### src/rtl/spi_regs_pkg.sv
// Package: shared constants and the command-byte layout for the SPI
// register-access slave. Assumes 8-bit registers and a fixed command format.
package spi_regs_pkg;
    localparam int BYTE_W     = 8;
    localparam int CMD_ADDR_W = 5;

    // Command byte: register number, reserved zero, direction, acknowledge flag
    typedef struct packed {
        logic [CMD_ADDR_W-1:0] addr;
        logic                  rsvd;
        logic                  dir_wr;
        logic                  ack;
    } cmd_t;
endpackage

### src/rtl/cdc_sync.sv
// Module: multi-stage flip-flop synchronizer for a bus of independent
// single-bit signals. Assumes each bit may be sampled on its own (no
// multi-bit coherence is needed). The reset value is a parameter.
module cdc_sync #(
    parameter int             WIDTH   = 1,
    parameter int             STAGES  = 2,
    parameter logic [WIDTH-1:0] RST_VAL = '0
) (
    input  logic             clk,
    input  logic             rst_n,
    input  logic [WIDTH-1:0] d,
    output logic [WIDTH-1:0] q
);
    logic [STAGES-1:0][WIDTH-1:0] chain;

    // Shift the asynchronous input through the synchronizer stages
    always_ff @(posedge clk) begin
        if (!rst_n) begin
            for (int s = 0; s < STAGES; s++) chain[s] <= RST_VAL;
        end else begin
            chain[0] <= d;
            for (int s = 1; s < STAGES; s++) chain[s] <= chain[s-1];
        end
    end

    assign q = chain[STAGES-1];
endmodule

### src/rtl/spi_frame_ctrl.sv
// Module: SPI mode-0 frame controller. Works on synchronized SCK, CS and
// MOSI in the system clock domain. It counts bits, decodes the command byte,
// pulses write and acknowledge strobes, and runs the MISO shift register
// (status byte first, then read data). Assumes SCK is slow enough that every
// level lasts several system clocks.
module spi_frame_ctrl
    import spi_regs_pkg::*;
(
    input  logic                  clk,
    input  logic                  rst_n,
    input  logic                  sck_s,
    input  logic                  cs_n_s,
    input  logic                  cs_n_raw,
    input  logic                  mosi_s,
    input  logic [BYTE_W-1:0]     status_in,
    input  logic [BYTE_W-1:0]     rd_data,
    output logic                  miso,
    output logic [CMD_ADDR_W-1:0] reg_addr,
    output logic                  wr_en,
    output logic [BYTE_W-1:0]     wr_data,
    output logic                  ack_set
);
    localparam int CNT_W = $clog2(BYTE_W);

    logic              sck_d, cs_d;
    logic              sck_rise, sck_fall, frame_start;
    logic [CNT_W-1:0]  bit_cnt;
    logic              in_cmd;
    logic [BYTE_W-2:0] rx_q;
    logic [BYTE_W-1:0] tx_q;
    logic [BYTE_W-1:0] rx_byte;
    logic              byte_done;
    cmd_t              cmd_q;

    assign sck_rise    = sck_s & ~sck_d & ~cs_n_s;
    assign sck_fall    = ~sck_s & sck_d & ~cs_n_s;
    assign frame_start = ~cs_n_s & cs_d;
    assign rx_byte     = {rx_q, mosi_s};
    assign byte_done   = sck_rise && (bit_cnt == CNT_W'(BYTE_W-1));

    // Remember previous SCK and CS levels for edge detection
    always_ff @(posedge clk) begin
        if (!rst_n) begin
            sck_d <= 1'b0;
            cs_d  <= 1'b1;
        end else begin
            sck_d <= sck_s;
            cs_d  <= cs_n_s;
        end
    end

    // Receive path: bit counter, input shift register, command capture, strobes
    always_ff @(posedge clk) begin
        if (!rst_n) begin
            bit_cnt <= '0;
            in_cmd  <= 1'b1;
            rx_q    <= '0;
            cmd_q   <= '0;
            wr_en   <= 1'b0;
            wr_data <= '0;
            ack_set <= 1'b0;
        end else begin
            wr_en   <= 1'b0;
            ack_set <= 1'b0;
            if (cs_n_s) begin
                bit_cnt <= '0;
                in_cmd  <= 1'b1;
                rx_q    <= '0;
            end else if (sck_rise) begin
                rx_q    <= rx_byte[BYTE_W-2:0];
                bit_cnt <= bit_cnt + 1'b1;
                if (byte_done) begin
                    if (in_cmd) begin
                        cmd_q   <= cmd_t'(rx_byte);
                        in_cmd  <= 1'b0;
                        ack_set <= rx_byte[0];
                    end else if (cmd_q.dir_wr) begin
                        wr_en   <= 1'b1;
                        wr_data <= rx_byte;
                    end
                end
            end
        end
    end

    // Transmit path: load status at frame start, load read data at byte borders
    always_ff @(posedge clk) begin
        if (!rst_n) begin
            tx_q <= '0;
        end else if (cs_n_s) begin
            tx_q <= '0;
        end else if (frame_start) begin
            tx_q <= status_in;
        end else if (sck_fall) begin
            if (bit_cnt == '0 && !in_cmd)
                tx_q <= cmd_q.dir_wr ? '0 : rd_data;
            else
                tx_q <= {tx_q[BYTE_W-2:0], 1'b0};
        end
    end

    assign miso     = tx_q[BYTE_W-1] & ~cs_n_raw;
    assign reg_addr = cmd_q.addr;

    // the shift register is emptied while deselected
    assert_tx_idle_R2: assert property (@(posedge clk) disable iff (!rst_n)
        cs_n_s |=> (tx_q == '0));
    // status byte captured at frame start
    assert_status_load_R3: assert property (@(posedge clk) disable iff (!rst_n)
        frame_start |=> (tx_q == $past(status_in)));
    // bit count restarts whenever chip select is high
    assert_cnt_reset_R10: assert property (@(posedge clk) disable iff (!rst_n)
        cs_n_s |=> (bit_cnt == '0));
    // a write strobe and an acknowledge strobe never coincide
    assert_one_strobe_R4: assert property (@(posedge clk) disable iff (!rst_n)
        $onehot0({wr_en, ack_set}));
endmodule

### src/rtl/spi_reg_file.sv
// Module: register bank of NUM_REGS bytes with one write port, a
// combinational read port, an acknowledge-bit set input and a read-only
// general-purpose input field. Assumes write and acknowledge strobes never
// coincide. Out-of-range addresses read zero and ignore writes.
module spi_reg_file
    import spi_regs_pkg::*;
#(
    parameter int NUM_REGS   = 21,
    parameter int GP_W       = 4,
    parameter int GP_ADDR    = 20,
    parameter int STALL_ADDR = 9,
    parameter int ACK_BIT    = 0
) (
    input  logic                         clk,
    input  logic                         rst_n,
    input  logic [GP_W-1:0]              gp_in,
    input  logic [CMD_ADDR_W-1:0]        addr,
    input  logic                         wr_en,
    input  logic [BYTE_W-1:0]            wr_data,
    input  logic                         ack_set,
    output logic [BYTE_W-1:0]            rd_data,
    output logic [NUM_REGS*BYTE_W-1:0]   reg_flat
);
    localparam logic [BYTE_W-1:0] GP_MASK = {{GP_W{1'b0}}, {(BYTE_W-GP_W){1'b1}}};

    logic [NUM_REGS-1:0][BYTE_W-1:0] regs;
    logic [GP_W-1:0]                 gp_s;
    logic                            addr_ok;

    cdc_sync #(.WIDTH(GP_W), .STAGES(2), .RST_VAL('0)) u_gp_sync (
        .clk   (clk),
        .rst_n (rst_n),
        .d     (gp_in),
        .q     (gp_s)
    );

    assign addr_ok = (int'(addr) < NUM_REGS);

    // Register updates: data writes (masked for the input field) and ack set
    always_ff @(posedge clk) begin
        if (!rst_n) begin
            regs <= '0;
        end else begin
            for (int i = 0; i < NUM_REGS; i++) begin
                if (wr_en && addr == CMD_ADDR_W'(i))
                    regs[i] <= (i == GP_ADDR) ? (wr_data & GP_MASK) : wr_data;
            end
            if (ack_set) regs[STALL_ADDR][ACK_BIT] <= 1'b1;
        end
    end

    // Read mux: stored byte, live input field for the GP register, zero if unmapped
    always_comb begin
        rd_data = '0;
        for (int i = 0; i < NUM_REGS; i++) begin
            if (addr == CMD_ADDR_W'(i)) rd_data = regs[i];
        end
        if (addr == CMD_ADDR_W'(GP_ADDR))
            rd_data[BYTE_W-1 -: GP_W] = gp_s;
        if (!addr_ok) rd_data = '0;
    end

    assign reg_flat = regs;

    // the acknowledge flag lands in the stall register
    assert_ack_sets_R6: assert property (@(posedge clk) disable iff (!rst_n)
        ack_set |=> regs[STALL_ADDR][ACK_BIT]);
    // writes to unmapped addresses leave the bank untouched
    assert_oob_ignored_R8: assert property (@(posedge clk) disable iff (!rst_n)
        (wr_en && !addr_ok) |=> $stable(regs));
    // low nibble of the GP register is writable
    assert_gp_low_write_R9: assert property (@(posedge clk) disable iff (!rst_n)
        (wr_en && addr == CMD_ADDR_W'(GP_ADDR)) |=>
        (regs[GP_ADDR][BYTE_W-GP_W-1:0] == $past(wr_data[BYTE_W-GP_W-1:0])));
    // ordinary writes store the full byte
    assert_write_lands_R4: assert property (@(posedge clk) disable iff (!rst_n)
        (wr_en && addr_ok && addr != CMD_ADDR_W'(GP_ADDR)) |=>
        (regs[$past(addr)] == $past(wr_data)));
endmodule

### src/rtl/spi_reg_slave.sv
// Module: top of the SPI register-access slave. It synchronizes the SPI
// pins into the system clock and connects the frame controller to the
// register bank. Assumes SCK runs at no more than 1/12 of clk.
module spi_reg_slave
    import spi_regs_pkg::*;
#(
    parameter int NUM_REGS   = 21,
    parameter int GP_W       = 4,
    parameter int GP_ADDR    = 20,
    parameter int STALL_ADDR = 9,
    parameter int ACK_BIT    = 0
) (
    input  logic                       clk,
    input  logic                       rst_n,
    input  logic                       spi_sck,
    input  logic                       spi_cs_n,
    input  logic                       spi_mosi,
    output logic                       spi_miso,
    input  logic [BYTE_W-1:0]          irq_status,
    input  logic [GP_W-1:0]            gp_in,
    output logic [NUM_REGS*BYTE_W-1:0] reg_flat
);
    logic                  sck_s, cs_n_s, mosi_s;
    logic [CMD_ADDR_W-1:0] reg_addr;
    logic                  wr_en, ack_set;
    logic [BYTE_W-1:0]     wr_data, rd_data;

    cdc_sync #(.WIDTH(3), .STAGES(2), .RST_VAL(3'b010)) u_pin_sync (
        .clk   (clk),
        .rst_n (rst_n),
        .d     ({spi_sck, spi_cs_n, spi_mosi}),
        .q     ({sck_s, cs_n_s, mosi_s})
    );

    spi_frame_ctrl u_frame (
        .clk       (clk),
        .rst_n     (rst_n),
        .sck_s     (sck_s),
        .cs_n_s    (cs_n_s),
        .cs_n_raw  (spi_cs_n),
        .mosi_s    (mosi_s),
        .status_in (irq_status),
        .rd_data   (rd_data),
        .miso      (spi_miso),
        .reg_addr  (reg_addr),
        .wr_en     (wr_en),
        .wr_data   (wr_data),
        .ack_set   (ack_set)
    );

    spi_reg_file #(
        .NUM_REGS   (NUM_REGS),
        .GP_W       (GP_W),
        .GP_ADDR    (GP_ADDR),
        .STALL_ADDR (STALL_ADDR),
        .ACK_BIT    (ACK_BIT)
    ) u_regs (
        .clk      (clk),
        .rst_n    (rst_n),
        .gp_in    (gp_in),
        .addr     (reg_addr),
        .wr_en    (wr_en),
        .wr_data  (wr_data),
        .ack_set  (ack_set),
        .rd_data  (rd_data),
        .reg_flat (reg_flat)
    );
endmodule

### config.mk
export PLATFORM = sky130hd
export DESIGN_NAME = spi_reg_slave
export DESIGN_NICKNAME = d
export VERILOG_FILES = /design/src/rtl/spi_regs_pkg.sv /design/src/rtl/cdc_sync.sv /design/src/rtl/spi_frame_ctrl.sv /design/src/rtl/spi_reg_file.sv /design/src/rtl/spi_reg_slave.sv
export SDC_FILE = /design/constraint.sdc
export NUM_CORES = 1
export LEC_CHECK = 0
export BUFFER_PORTS_ARGS = -buffer_cell sky130_fd_sc_hd__buf_2
export CAP_MARGIN = 0
export CORE_MARGIN = 2
export CORE_UTILIZATION = 40
export CTS_BUF_LIST = sky130_fd_sc_hd__clkbuf_16
export CTS_CLUSTER_DIAMETER = 60
export DETAILED_ROUTE_END_ITERATION = 16
export MAX_ROUTING_LAYER = met4
export SLEW_MARGIN = 10
export SYNTH_ARGS = -nofsm -noshare
export SYNTH_HDL_FRONTEND = slang
export SYNTH_SLANG_ARGS = --single-unit
export TNS_END_PERCENT = 5
### constraint.sdc
create_clock -name clk -period 2.9 [get_ports clk]
set_clock_uncertainty 0.1 [all_clocks]
set_input_delay 0 -clock clk [delete_from_list [all_inputs] [get_ports clk]]
set_output_delay 0 -clock clk [all_outputs]
set_load 0.05 [all_outputs]
==> results of run 1 <==
registers in the layout, indices dropped and copies added (netlist names):
signal                  cells
u_frame.wr_data             8
u_frame.cmd_q               1
u_frame.wr_en               1
u_frame.in_cmd              1
u_regs.reg_flat           164
u_frame.rx_q                7
u_regs.u_gp_sync.chain      4
u_regs.u_gp_sync.q          4
u_frame.tx_q                8
u_pin_sync.q                3
u_frame.sck_d               1
u_frame.bit_cnt             3
u_frame.ack_set             1
u_frame.reg_addr            5
u_pin_sync.chain            3
u_frame.cs_d                1
cells in the mapped netlist, types with 9 or more instances:
library cell	count	area share
a22oi_1	10	0.0073
a21oi_1	51	0.025
nor2_1	26	0.0095
nor2b_1	120	0.073
mux2i_1	111	0.11
o21ai_0	29	0.014
a21boi_0	71	0.052
nand3_1	81	0.040
nand2b_1	17	0.010
and2_1	17	0.010
clkbuf_1	59	0.022
buf_4	10	0.0073
and3_1	11	0.0067
dfxtp_1	215	0.42
buf_2	31	0.015
inv_1	9	0.0033
nand2_1	133	0.049
worst register-to-register path: cells and delay by family (launching register included):
kind / cells / cell delay, ns
flip-flops: 1 / 0.63
AO/OA/AOI/OAI: 2 / 0.86
AND/OR/NAND/NOR: 2 / 0.44
buffers and inverters: 2 / 0.53
cell usage in the layout (no fill, tap or decap), types with 8 or more instances in the layout:
master,n
buf_2,180
o221ai_1,8
mux2i_1,111
and3_1,11
o21ai_0,29
a31oi_1,8
nand3_1,81
buf_4,50
nor2b_1,120
nor2_1,26
nand2_1,133
inv_1,12
a22oi_1,10
nand2b_1,17
dlygate4sd3_1,18
and2_1,17
clkbuf_16,27
a21oi_1,51
o21ai_1,8
a21boi_0,71
dfxtp_1,212
metrics by stage:
step	hold slack [ns]	area (um^2)	power (uW)	cells	setup WS, ns
floorplan	0.001471	10270	3118	1161	0.8928
global placement	0.09566	11530	3143	1620	0.2233
detailed placement	0.1046	11530	3143	1620	0.2423
CTS	0.09442	12640	6619	1686	0.2636
global route	0.1124	12640	6767	1686	0.1754
finish	0.1063	12640	6587	1686	0.2274
report_power, final:
part	switching (uW)	leakage [uW]	internal, uW
clock	1350	0.000451	2140
combinational	62.8	0.00304	64.8
sequential	4.77	0.00174	2960
routing by layer:
layer,vias up,track usage,routed length [um],part of all wire
met2,427,0.4865,18980,0.47
met3,68,0.02955,2468,0.061
li1,4441,-,-,-
met5,-,-,0,0
met4,0,0.07177,1053,0.026
met1,4758,0.4179,17980,0.44
logic make-up (layout without fill, tap and decap cells):
logic type,count (synthesis),after routing
AO/OA/AOI/OAI,254,254
multiplexers,119,119
buffers and inverters,113,308
other,1,4
adder cells (fa/ha/maj),3,3
flip-flops,215,215
XOR/XNOR,1,1
AND/OR/NAND/NOR,452,452
final timing paths:
path	startpoint	cells after the start	endpoint
min reg2reg	u_pin_sync.chain[1]	1	u_pin_sync.q[1]
min	gp_in[3]	3	u_regs.u_gp_sync.chain[3]
max reg2reg	u_frame.reg_addr[4]	6	u_frame.tx_q[7]
max	u_frame.reg_addr[4]	6	u_frame.tx_q[7]
cell type report:
class	instances	area [um^2]	area share
multi-input combinational	833	5460	0.4319
sequential	215	4308	0.3408
timing repair buffer	250	1496	0.1184
clock buffer	27	675.6	0.05344
tap	330	412.9	0.03266
clock inverter	21	251.5	0.01989
inverter	10	37.54	0.002969
repair_timing:
action                                 in CTS  in global routing
resized for setup                           0                  0
endpoints found under the hold margin      20                  0
hold buffers                               18                  0
==> metrics.txt, run 1 <==
status complete, no violations; family with the most delay on the worst path compound AO/OA/AOI/OAI gates; Synth Area per Inst between 8 and 9 um^2; worst relative slew slack 0.4139; initial antenna violation count 0; fin nets about 1.4k; DRC 0; Netlist Area Pre-Place a little over 10000 um^2; xor/xnor share of the synthesized area 0.0008536; GR Overflow Total 0; Syn Inst Count 1158; largest net degree at the start of global routing between 150 and 200; post-synthesis mux area share 0.1182; library cells used by synthesis 76; layout cells sized above 1 0.2212; initial core utilization 0.4075; CTS Buf Count 26; #FFs+latches synth between 200 and 250; peak supply drop between 400 and 500 uV; Final Slew Violations 0; PD cells about 520 nW/um^2; CP max stage cell a222oi_1; CP dominant cell by count buf_4; CP Cell Sequence buf_4 -> nor3_2 -> buf_4 -> a222oi_1 -> nor4b_1 -> a21oi_1; final WL 40.47 mm; Worst Hold Class in -> reg; iteration count of the initial detailed-routing pass 5; Critical Path Source Type flip-flop; crit end category flip-flop; Syn-to-layout area delta 23.20%; Post-synth EDFFs 0; Root Driver clkbuf_16; Synth Area in Adders 0.003658; routability cong. 1.018; final core utilization 0.5020; Avg WL per Cell between 20 and 25 um; # IOs between 150 and 200; routed vias/inst ~5.7; CP Data Required Time 3.20 ns; Worst-Skew Late Latency 0.54 ns; CTS max path bufs 3; asr flop ratio synth 0; Die ar. 26950 um^2; fill count 2415; leakage power 0.005231 uW; Antenna Cells 0; CTS tree yes; row count 58; Crit Path Class reg -> reg; FF-to-FF setup slack about 0.23 ns; CP max stage delay 0.73 ns; top_reg_cell synth dfxtp_1; Final Cycle Share 0.9216; Synth Area in Compound Gates 0.1741; Port Buffer Count 181; chip width around 160 um; core area about 25000 um^2; Total GRT Usage 0.3050; Synth Area in Simple Gates 0.2339; clock-pin slew on the worst setup and hold paths around 0.06 ns; Max-cap violations 0; DRT iter0 DRCs around 1000; crit path buf inv count 2; first-pass GRT wire length about 60 mm; setup bufs post-CTS 0; Worst Max-Slew Pin Slew between 0.8 and 0.9 ns; vias in the first global route 9131; H-tree depth 1; setup TNS 0 ns; post-route ant nets 0; RSZ-0062 raised after global routing false; total number of vias 9694; sequential share of the synthesized area 0.4195; worst-path fanout max 15; Final setup viols 0; largest family of logic cells by synthesized area simple AND/OR/NAND/NOR gates; CP arrival around 3 ns; Hold Violations, Final 0; fmax between 300 and 400 MHz; DP Wirelength 28.68 mm; yosys warns 0; DIE HEIGHT 164.2 um; minimum clock period 2.673 ns; Clock Sinks around 220
Note: power is estimated with default switching activity, not from simulation.
==> run 2: changes to the inputs <==
--- a/config.mk
+++ b/config.mk
@@ -9,7 +9,6 @@
 export CAP_MARGIN = 0
 export CORE_MARGIN = 2
 export CORE_UTILIZATION = 40
-export CTS_BUF_LIST = sky130_fd_sc_hd__clkbuf_16
 export CTS_CLUSTER_DIAMETER = 60
 export DETAILED_ROUTE_END_ITERATION = 16
 export MAX_ROUTING_LAYER = met4
==> run 2 against run 1 <==
Effect of this change: first-iteration DRC count rose by 1.4%; routed wire length barely moved; sequential share of layout area fell by 0.11 points; register-to-register slack barely moved; global-route usage barely moved; critical path depth rose by 1; highest routed layer unchanged; worst setup slack got worse by 0.015 ns; via count rose by 0.41%; non-clock buffer count did not move; clock power rose by 3%; sequential power barely moved; clock-buffer cell count rose by 7.
==> metrics.txt, run 2 (synthesis results as in run 1) <==
status complete, no violations; leakage power approximately 0.0052 uW; DP Wirelength approximately 29 mm; Syn-to-layout area delta 23.60%; max reg flops between 150 and 200; post-route ant nets 0; Resize count post-CTS 0; RSZ-0062 raised after global routing false; Worst setup startpoint u_frame.reg_addr[4]; Inst Count DP between 1.5k and 2k; most used routing layer in global routing met2; largest net degree at the start of global routing about 190; Final setup viols 0; Area after DPL about 12000 um^2; final WL 40.51 mm; Avg WL per Cell approximately 24 um; HP Start gp_in[3]; Critical Path End u_frame.tx_q[3]; layout cells sized above 1 0.2242; Critical Path Source Type flip-flop; # IOs roughly 190; Antenna Cells 0; Worst Max-Slew Pin Slew between 0.9 and 1 ns; H-tree depth 1; setup TNS 0 ns; Port Buffer Count 181; CTS max path bufs 3; minimum clock period around 2.7 ns; worst relative slew slack 0.3961; fmax roughly 370 MHz; Reg2Reg Depth 7; routability cong. 1.018; most frequent cells in the layout dfxtp_1, buf_2, nand2_1, nor2b_1, mux2i_1; fin nets approximately 1.4k; first-pass GRT wire length about 60 mm; PD cells 528.9 nW/um^2; chip width around 160 um; Root Driver clkbuf_16; Final Slew Violations 0; Max-cap violations 0; GR Overflow Total 0; capture point of the worst reg-to-reg path u_frame.tx_q[3]; crit end category flip-flop; R2R Path Start u_frame.reg_addr[4]; FF-to-FF setup slack between 0.2 and 0.25 ns; commonest non-fill, non-tap cell in the layout dfxtp_1; DRC 0; Hold Violations, Final 0; Total GRT Usage 0.3047; vias in the first global route approximately 9.1k; DRT iter0 DRCs slightly above 1k; CP Data Required Time 3.23 ns; Crit Path Class reg -> reg; worst-path fanout max 13; met2 Usage GRT 0.4859; DIE HEIGHT ~160 um; iteration count of the initial detailed-routing pass 5; Clock Sinks about 220; CTS Buf Count 26; initial core utilization 0.4075; CTS tree yes; total number of vias between 9k and 10k; CP arrival around 3 ns; Die ar. between 20000 and 30000 um^2; clock-pin slew on the worst setup and hold paths roughly 0.070 ns; row count 58; core area 25180 um^2; Worst Hold Class in -> reg; initial antenna violation count 0; peak supply drop about 410 uV; Non-Filler Instances roughly 1.7k; M1 GR Usage 0.4173; routed vias/inst 5.773; Overall Power between 6000 and 7000 uW; met3 usage in global routing 0.02929; design area 12680 um^2; Worst-Skew Late Latency approximately 0.54 ns; Final Cycle Share 0.9267
==> run 2: changes by cell type in the layout (fill, tap and decap cells not counted) <==
cell      change
clkbuf_8      +4
clkinv_1      -4
clkbuf_1      +3
inv_1         -3
==> run 2: area by class of cell <==
cell class	count	area, um^2
fill	2406	12500
multi-input combinational	833	5460
sequential	215	4308
timing repair buffer	250	1496
clock buffer	34	742.0
tap	330	412.9
clock inverter	14	225.2
inverter	10	37.54
==> run 2: through the flow <==
stage                     utilization  setup slack (ns)  hold WS (ns)
after floorplan                     -            0.8928      0.001471
after global placement         0.4581            0.2233       0.09566
after detailed placement       0.4581            0.2423        0.1046
after CTS                      0.5036            0.2635       0.09442
after global routing           0.5036            0.1779        0.1124
final                          0.5036            0.2125        0.1083
==> run 2: how the worst min path moves through the flow <==
stage	endpoint	depth (start not counted)
2_1_floorplan	u_pin_sync.chain[1]	1
3_3_place_gp	u_pin_sync.chain[1]	2
3_5_place_dp	u_pin_sync.chain[1]	2
4_1_cts	u_regs.u_gp_sync.chain[0]	3
5_1_grt	u_regs.u_gp_sync.chain[2]	3
6_report	u_regs.u_gp_sync.chain[3]	3
==> run 2: critical path, cell delays in order, from the launching register on <==
cell       delay, ns
dfxtp_1         0.62
buf_4           0.28
or3b_1          0.23
nor3_1          0.13
a2111oi_0       0.65
nand3_1         0.27
a21oi_1         0.23
o21ai_1         0.09
==> run 2: what timing repair did <==
action                    CTS  global route
hold buffers               18             0
buffers inserted            0             0
hold endpoints to repair   20             0
==> run 2: layer usage <==
| metal | routed length, um | vias to the layer above |
|---|---|---|
| met5 | 0 | - |
| met4 | 1122 | 0 |
| met3 | 2765 | 79 |
| met2 | 18970 | 437 |
| met1 | 17660 | 4786 |
| li1 | - | 4432 |
==> run 2: report_power, final <==
group | total, uW | switching, uW | internal (uW)
clock network | 3610 | 1350 | 2260
logic | 128 | 63.1 | 65.0
registers | 2970 | 4.78 | 2960
==> run 3: changes to the inputs <==
--- a/config.mk
+++ b/config.mk
@@ -8,10 +8,11 @@
 export BUFFER_PORTS_ARGS = -buffer_cell sky130_fd_sc_hd__buf_2
 export CAP_MARGIN = 0
 export CORE_MARGIN = 2
-export CORE_UTILIZATION = 40
+export CORE_UTILIZATION = 45
 export CTS_CLUSTER_DIAMETER = 60
 export DETAILED_ROUTE_END_ITERATION = 16
 export MAX_ROUTING_LAYER = met4
+export PLACE_DENSITY = 0.67
 export SLEW_MARGIN = 10
 export SYNTH_ARGS = -nofsm -noshare
 export SYNTH_HDL_FRONTEND = slang
==> run 3 against run 2 <==
Effect of this change: global-route usage up 2.1 points; die area down 11%; register-to-register slack about the same; via count about the same; final cell count down 2.9%; critical path depth unchanged; critical endpoint is now u_frame.tx_q[0]; largest cell class unchanged; largest power group unchanged; highest routed layer unchanged.
==> metrics.txt, run 3 (synthesis results as in run 1) <==
status complete, no violations; Worst-Skew Late Latency about 0.53 ns; Non-Filler Instances approximately 1.6k; routability cong. between 0.9 and 1; GR Overflow Total 0; initial core utilization 0.4560; Final setup viols 0; Port Buffer Count around 180; DRC 0; first-pass GRT wire length approximately 58 mm; post-route ant nets 0; Hold WS approximately 0.11 ns; chip width approximately 160 um; CTS tree yes; Avg WL per Cell between 20 and 25 um; largest net degree at the start of global routing ~110; peak supply drop 441.5 uV; area of the multi-input gates roughly 5500 um^2; Hold Violations, Final 0; clock-pin slew on the worst setup and hold paths 0.06 ns; fmax approximately 370 MHz; commonest non-fill, non-tap cell in the layout dfxtp_1; Max-cap violations 0; worst relative slew slack 0.3688; Worst Hold Class in -> reg; H-tree depth 1; Clock Sinks 215; Antenna Cells 0; most frequent cells in the layout dfxtp_1, buf_2, nand2_1, nor2b_1, mux2i_1; initial antenna violation count 0; CTS max path bufs 3; vias in the first global route 9274; routed vias/inst around 6; crit end category flip-flop; Inst Count DP 1573; max reg flops 164; CP Data Required Time about 3.3 ns; Total GRT Usage 0.3252; # IOs about 190; Register Area around 4300 um^2; setup TNS 0 ns; RSZ-0062 raised after global routing false; Crit Path Class reg -> reg; layout cells sized above 1 0.2197; worst-path fanout max 19; Die ar. ~24000 um^2; core area 22500 um^2; DRT iter0 DRCs 935; Syn-to-layout area delta 21.25%; CTS Buf Count 25; PD cells just under 500 nW/um^2; total number of vias 9733; Final Cycle Share 0.9273; Resize count post-CTS 0; DP Wirelength about 27 mm; CP arrival 3.04 ns; minimum clock period 2.689 ns; iteration count of the initial detailed-routing pass 5; Critical Path Source Type flip-flop; final WL 38.57 mm; Worst Max-Slew Pin Slew approximately 0.94 ns; fin nets 1354; Root Driver clkbuf_16; DIE HEIGHT between 150 and 200 um; leakage power a little over 0.005 uW; Final Slew Violations 0; Cells on Worst Hold Path 3; Reg2Reg Depth 7; row count 55; fill count around 2.0k
[run 3: cell count changes in the layout (fill, tap and decap cells not counted), sizes merged]
cell / previous run / this run
dlygate4sd3: 18 / 19
clkinv: 5 / 7
buf: 232 / 230
bufinv: 5 / 1
inv: 11 / 13
clkinvlp: 3 / 0
[run 3: area by class of cell]
class / instances / share of cell area
Timing Repair Buffer: 249 / 0.1189
Inverter: 10 / 0.003017
Clock inverter: 11 / 0.008146
Multi-Input combinational cell: 833 / 0.4389
Clock buffer: 34 / 0.05621
Tap cell: 285 / 0.02866
Sequential cell: 215 / 0.3462
[run 3: through the flow]
step | instance area (um^2) | setup WS [ns] | util | power (uW)
6_report | 12440 | 0.2109 | 0.5529 | 6172
3_5_place_dp | 11450 | 0.3531 | 0.5089 | 3141
2_1_floorplan | 10270 | 0.8928 | - | 3118
5_1_grt | 12440 | 0.1576 | 0.5529 | 6348
4_1_cts | 12440 | 0.2960 | 0.5529 | 6206
3_3_place_gp | 11450 | 0.4169 | 0.5089 | 3141
[run 3: where the power goes]
group	total, uW	internal (uW)	leakage (uW)	switching, uW
sequential	2970	2960	0.00174	4.73
combinational	126	63.6	0.00303	62.6
clock	3080	1790	0.000400	1290
[run 3: repair_timing]
action	CTS	global route
hold buffers	19	0
buffers inserted	0	0
endpoints found under the hold margin	17	0
[run 3: worst paths after layout]
kind                       startpoint                   endpoint  slack [ns]
setup / recovery  u_frame.reg_addr[2]            u_frame.tx_q[0]        0.21
hold / removal               gp_in[0]  u_regs.u_gp_sync.chain[0]        0.11
setup reg to reg  u_frame.reg_addr[2]            u_frame.tx_q[0]        0.21
hold reg to reg   u_pin_sync.chain[1]            u_pin_sync.q[1]        0.30
[run 3: critical path, stage by stage, from the launching register on]
cell,delay [ns]
dfxtp_1,0.67
buf_12,0.22
or3b_1,0.47
o32a_1,0.39
a22oi_2,0.18
o211ai_1,0.17
a31oi_1,0.28
a2bb2oi_2,0.15
[run 3: routing by layer]
metal / vias to the layer above / GRT usage / part of all wire
met5: - / - / 0
met4: 0 / 0.1080 / 0.037
met3: 96 / 0.04540 / 0.079
met2: 525 / 0.5012 / 0.45
met1: 4683 / 0.4414 / 0.43
li1: 4429 / - / -
